==> config.mk <==
export PLATFORM = sky130hd
export DESIGN_NAME = serial_xfer
export DESIGN_NICKNAME = d
export VERILOG_FILES = /design/src/rtl/serial_xfer.sv
export SDC_FILE = /design/constraint.sdc
export NUM_CORES = 1
export LEC_CHECK = 0
export ABC_AREA = 1
export BUFFER_PORTS_ARGS = -buffer_cell sky130_fd_sc_hd__clkbuf_2
export CAP_MARGIN = 20
export CELL_PAD_IN_SITES_DETAIL_PLACEMENT = 1
export CELL_PAD_IN_SITES_GLOBAL_PLACEMENT = 1
export CORE_ASPECT_RATIO = 1.75
export CORE_MARGIN = 2
export CORE_UTILIZATION = 36
export DETAILED_ROUTE_END_ITERATION = 16
export PLACE_DENSITY_LB_ADDON = 0.1
export SLEW_MARGIN = 0
export SYNTH_ARGS = -nofsm -noshare
export SYNTH_HDL_FRONTEND = slang
export SYNTH_SLANG_ARGS = --single-unit
==> constraint.sdc <==
create_clock -name clk -period 1.6 [get_ports clk]
set_input_delay 0.08 -clock clk [delete_from_list [all_inputs] [get_ports clk]]
set_output_delay 0.08 -clock clk [all_outputs]
set_load 0.005 [all_outputs]
==> src/rtl/serial_xfer.sv <==
module serial_xfer #(
  parameter int LIMIT = 128
) (
  input  logic       clk,
  input  logic       rst_n,
  input  logic       tick,
  input  logic       wr_data,
  input  logic       wr_ctrl,
  input  logic [7:0] wdata,
  output logic [7:0] data_q,
  output logic [7:0] ctrl_q,
  output logic       out_valid,
  output logic [7:0] out_byte,
  output logic       irq
);
  localparam int CW = $clog2(LIMIT + 1);

  logic [7:0]    data_r;
  logic          busy_r, intclk_r;
  logic [CW-1:0] cnt_r;
  logic          run, done;

  assign run    = tick & busy_r & intclk_r;
  assign done   = run & (cnt_r == CW'(LIMIT)) & ~wr_ctrl;
  assign data_q = data_r;
  assign ctrl_q = {busy_r, 6'h3F, intclk_r};

  always_ff @(posedge clk or negedge rst_n) begin
    if (!rst_n) begin
      data_r    <= '0;
      busy_r    <= 1'b0;
      intclk_r  <= 1'b0;
      cnt_r     <= '0;
      out_valid <= 1'b0;
      out_byte  <= '0;
      irq       <= 1'b0;
    end else begin
      out_valid <= done;
      irq       <= done;
      if (done) out_byte <= data_r;

      if (wr_ctrl) begin
        busy_r   <= wdata[7];
        intclk_r <= wdata[0];
        cnt_r    <= '0;
      end else if (done) begin
        busy_r <= 1'b0;
        cnt_r  <= '0;
      end else if (run) begin
        cnt_r <= cnt_r + 1'b1;
      end

      if (wr_data)   data_r <= wdata;
      else if (done) data_r <= '0;
    end
  end
endmodule


; Word-level counts from Yosys, hierarchy flattened
; Index checks and enable logic that the tools add are counted.
[word_totals]
reg_bits = 27
out_inout_bits = 26
[op_classes]
addsub = 1
n_eq_ne = 1
mux = 7
bitwise = 5
n_reduce_logical = 3
[op_table]
columns = op, count
row1 = 2-to-1 mux 8 bit, 5
row2 = "adder 8 x 1 -> 8 bit, second input constant", 1
row3 = "equality test 8 bit, second input constant", 1
row4 = bitwise AND 1 bit, 4
row5 = nonzero test 2 bit, 2
row6 = nonzero test 3 bit, 1
row7 = 2-to-1 mux 1 bit, 2
row8 = inverter 1 bit, 1

; Logic depth before layout (Yosys ltp)
[logic_depth]
word_depth = 6
ltp_mapped = 9
ltp_nobuf = 9

; Least setup slack after synthesis
; No wires, ideal clock.
[synth_timing]
kind = register -> register
startpoint = register cnt_r[0]
endpoint = register data_r[5], in the netlist data_q[5]
setup_time_ns = 0.117
t_arrival_ns = 1.221
required_time_ns = 1.483
setup_slack_ns = 0.262
path_stages_with_launch = 9
n_path_buf = 1
cell_sequence = dfrtp_1 inv_1 ha_1 nand4_2 nor2_2 nand3_4 buf_6 nand3_1 nand2_1
[synth_between]
elab_chain_len = 4
[synth_rtl]
columns = item, line_no
row1 = "start, declared", 20  ; logic [CW-1:0] cnt_r;
row2 = "start signal, assigned", 50  ; cnt_r <= cnt_r + 1'b1;
row3 = equality test 8 bit, 24  ; assign done = run & (cnt_r == CW'(LIMIT)) & ~wr_ctrl;
row4 = bitwise AND 1 bit (2 in a row), 24
row5 = nonzero test 2 bit (no source line), --
row6 = "end signal, assigned", 53  ; if (wr_data) data_r <= wdata;
row7 = "end, declared", 18  ; logic [7:0] data_r;
; No other way between the ends.
; A chain may end at the register's enable or synchronous reset.

; Worst setup path after layout
[layout_timing]
startpoint = register cnt_r[0]
endpoint = register data_r[1], in the netlist data_q[1]
; Same word-level chain as after synthesis.

==> flow_summary.toml <==
[floorplan]
die_w_um = 49.7
fp.dieH_um = 84.0
fp.dieArea_um2 = 4180
core_area_um2 = 3560
io-pin-count = 39
fp-row-count = 29
start_util_pct = 37.0

[layout]
final_common_cell = "nand2_1"
nets = 210
layout-drive-gt1-share_pct = 25.3
area_growth_pct = 18.0
fillCellCount = 469
final_core_util_pct = 43.7
insertedDiodeCount = 0
final_cell_mix = "65 x nand2_1, 32 x clkbuf_2, 27 x dfrtp_1"

[run]
cap_viol_max_count = 0

[place]
portBuffers = 32
gp_congestion = 0.796
dpl.hpwl_mm = 2.54

[global_route]
grt_max_degree = 28
grt_first_pass_wirelength_mm = 5.27
grt_usage_pct = 16.7
first_global_vias = 1163
grt-ovfl-total = 0
antenna_found_initial = 0

[timing]
worstMarginPinSlew_ns = 0.709
slew_viol_final = 0
fmax_mhz = 686
finalClockSkew_ns = 0.00378
hold_viol = 0
max_slew_margin_pct = 52.8
min_period_ns = 1.46
setup_viol = 0
period_share_pct = 91.1
setup-tns-final_ns = 0
rsz0062_at_grt = "no"

[critical_path]
crit_required_ns = 1.77
crit_fanout = 5
setup.worst_path.end_class = "register"
slowest_delay_ns = 0.42
start_kind = "register"
arrival_ns = 1.62
crit_slowest_cell = "dfrtp_1"
crit_chain = "inv_2, ha_1, nand4_2, nor2_2, nand3_4, buf_4, nand3_1, nand2_1"
worstSetupPathType = "register to register"

[clock_tree]
cts_root_buf = "clkbuf_8"
cts_tree = "built"
clk_pin_slew_ns = 0.09
clkLatencyLatePin_ns = 0.27
clkSinkCount = 27
htree_levels = 1
cts_buffers = 3
ctsLongestPathBuffers = 2

[yosys]
ys_warn_count = 0
yosysTopAreaCell = "dfrtp_1"
synth_seq_area_share_pct = 51.3
synthesis.area_um2 = 1320
ys_types = 21
synth_top_area_share_pct = 51.3
synth.avg_cell_area_um2 = 8.23
ys_ff_latch = 27
yosys-top-cells-area = "dfrtp_1 51%, nand2_1 19%, buf_4 5.1%"
syn_inst = 160

[detailed_routing]
drtIter0Drc = 9
num_vias = 1097
drc = 0
vias_per_cell = 4.57
avgRoutedWirePerCell_um = 13.4
dr.pass1.iters = 4
wl_mm = 3.21
ant_nets = 0

[pwr]
p_per_area_nw_per_um2 = 791
power.leakage_nw = 0.873
max-vdd-ir-drop_uv = 476

[min_path]
hp-class = "input pin to register"

[run_status]
status = "finished clean"
-- final cells by class --
| cell class | instances | area (um2) | area share [%] |
|---|---|---|---|
| clock buffer | 3 | 41.3 | 2.66 |
| clock inverter | 1 | 5.00 | 0.322 |
| inverter | 16 | 62.6 | 4.03 |
| multi-input combinational | 111 | 505 | 32.6 |
| sequential | 27 | 676 | 43.5 |
| tap | 46 | 57.6 | 3.71 |
| timing repair buffer | 36 | 205 | 13.2 |
-- kinds of logic (layout without fill, tap and decap cells) --
| logic type | Yosys count | count (layout) | synth area share, % |
|---|---|---|---|
| buf+inv | 27 | 56 | 11.7 |
| compound gates | 7 | 7 | 2.85 |
| simple gates | 95 | 95 | 31.3 |
| flops | 27 | 27 | 51.3 |
| fa+ha+maj | 2 | 2 | 1.90 |
| xor+xnor | 1 | 1 | 0.666 |
| other cells | 1 | 6 | 0.285 |
-- Yosys cell counts --
master / count
nand2_1: 65
dfrtp_1: 27
nand3_1: 13
inv_1: 11
buf_4: 9
nor2_1: 8
nand4_1: 5
o21ai_0: 5
inv_2: 4
ha_1: 2
a21oi_1: 1
buf_6: 1
clkbuf_8: 1
clkinv_2: 1
conb_1: 1
nand3_4: 1
nand4_2: 1
nor2_2: 1
nor3_1: 1
o21bai_1: 1
xor2_1: 1
-- registers in the layout, indices dropped and copies added (netlist names) --
name	count
out_byte	8
busy_r	1
data_q	8
cnt_r	8
intclk_r	1
irq	1
-- repair_timing --
action                                  CTS  global route
endpoints found under the hold margin    27             0
hold buffers                              1             0
setup buffers                             0             3
endpoints found under the setup margin    0            12
resized for setup                         0             3
-- worst paths after layout --
check	from	to	slack, ns	cells past startpoint
max	cnt_r[0]	data_q[1]	0.14	8
min	wdata[4]	data_q[4]	0.006	3
max reg2reg	cnt_r[0]	data_q[1]	0.14	8
min reg2reg	out_byte[1]	out_byte[1]	0.50	2
max in group asynchronous	rst_n	busy_r	0.76	2
min in group asynchronous	rst_n	cnt_r[1]	0.38	2
-- routing by layer --
layer | GRT usage, % | share of wire [%] | wire length (um)
met5 | 0 | 0 | 0
met4 | 6.06 | 1.2 | 40
met3 | 2.69 | 3.5 | 112
met2 | 33.0 | 56 | 1810
met1 | 16.6 | 39 | 1250
-- where the power goes --
group | total (W) | internal (W) | switching (W)
clock | 0.000383 | 0.000174 | 0.000209
combinational | 0.000118 | 0.0000452 | 0.0000729
sequential | 0.000727 | 0.000707 | 0.0000210
-- metrics by stage --
stage,std cells,worst slack [ns],area (um2),power [W],hold WS [ns]
2_1_floorplan,165,0.262,1340,0.000808,-0.216
3_3_place_gp,232,0.140,1460,0.000857,0.152
3_5_place_dp,232,0.0685,1460,0.000860,0.165
4_1_cts,237,0.0540,1520,0.00125,0.00192
5_1_grt,240,0.0101,1550,0.00130,0.0105
6_report,240,0.142,1550,0.00123,0.00557
-- critical path: cells and delay by family (launching register included) --
family | cells | cell delay, ns
AND/OR/NAND/NOR | 5 | 0.50
flip-flops | 1 | 0.42
buffers and inverters | 2 | 0.26
adder cells (fa/ha/maj) | 1 | 0.18
(Power assumes the default switching activity.)
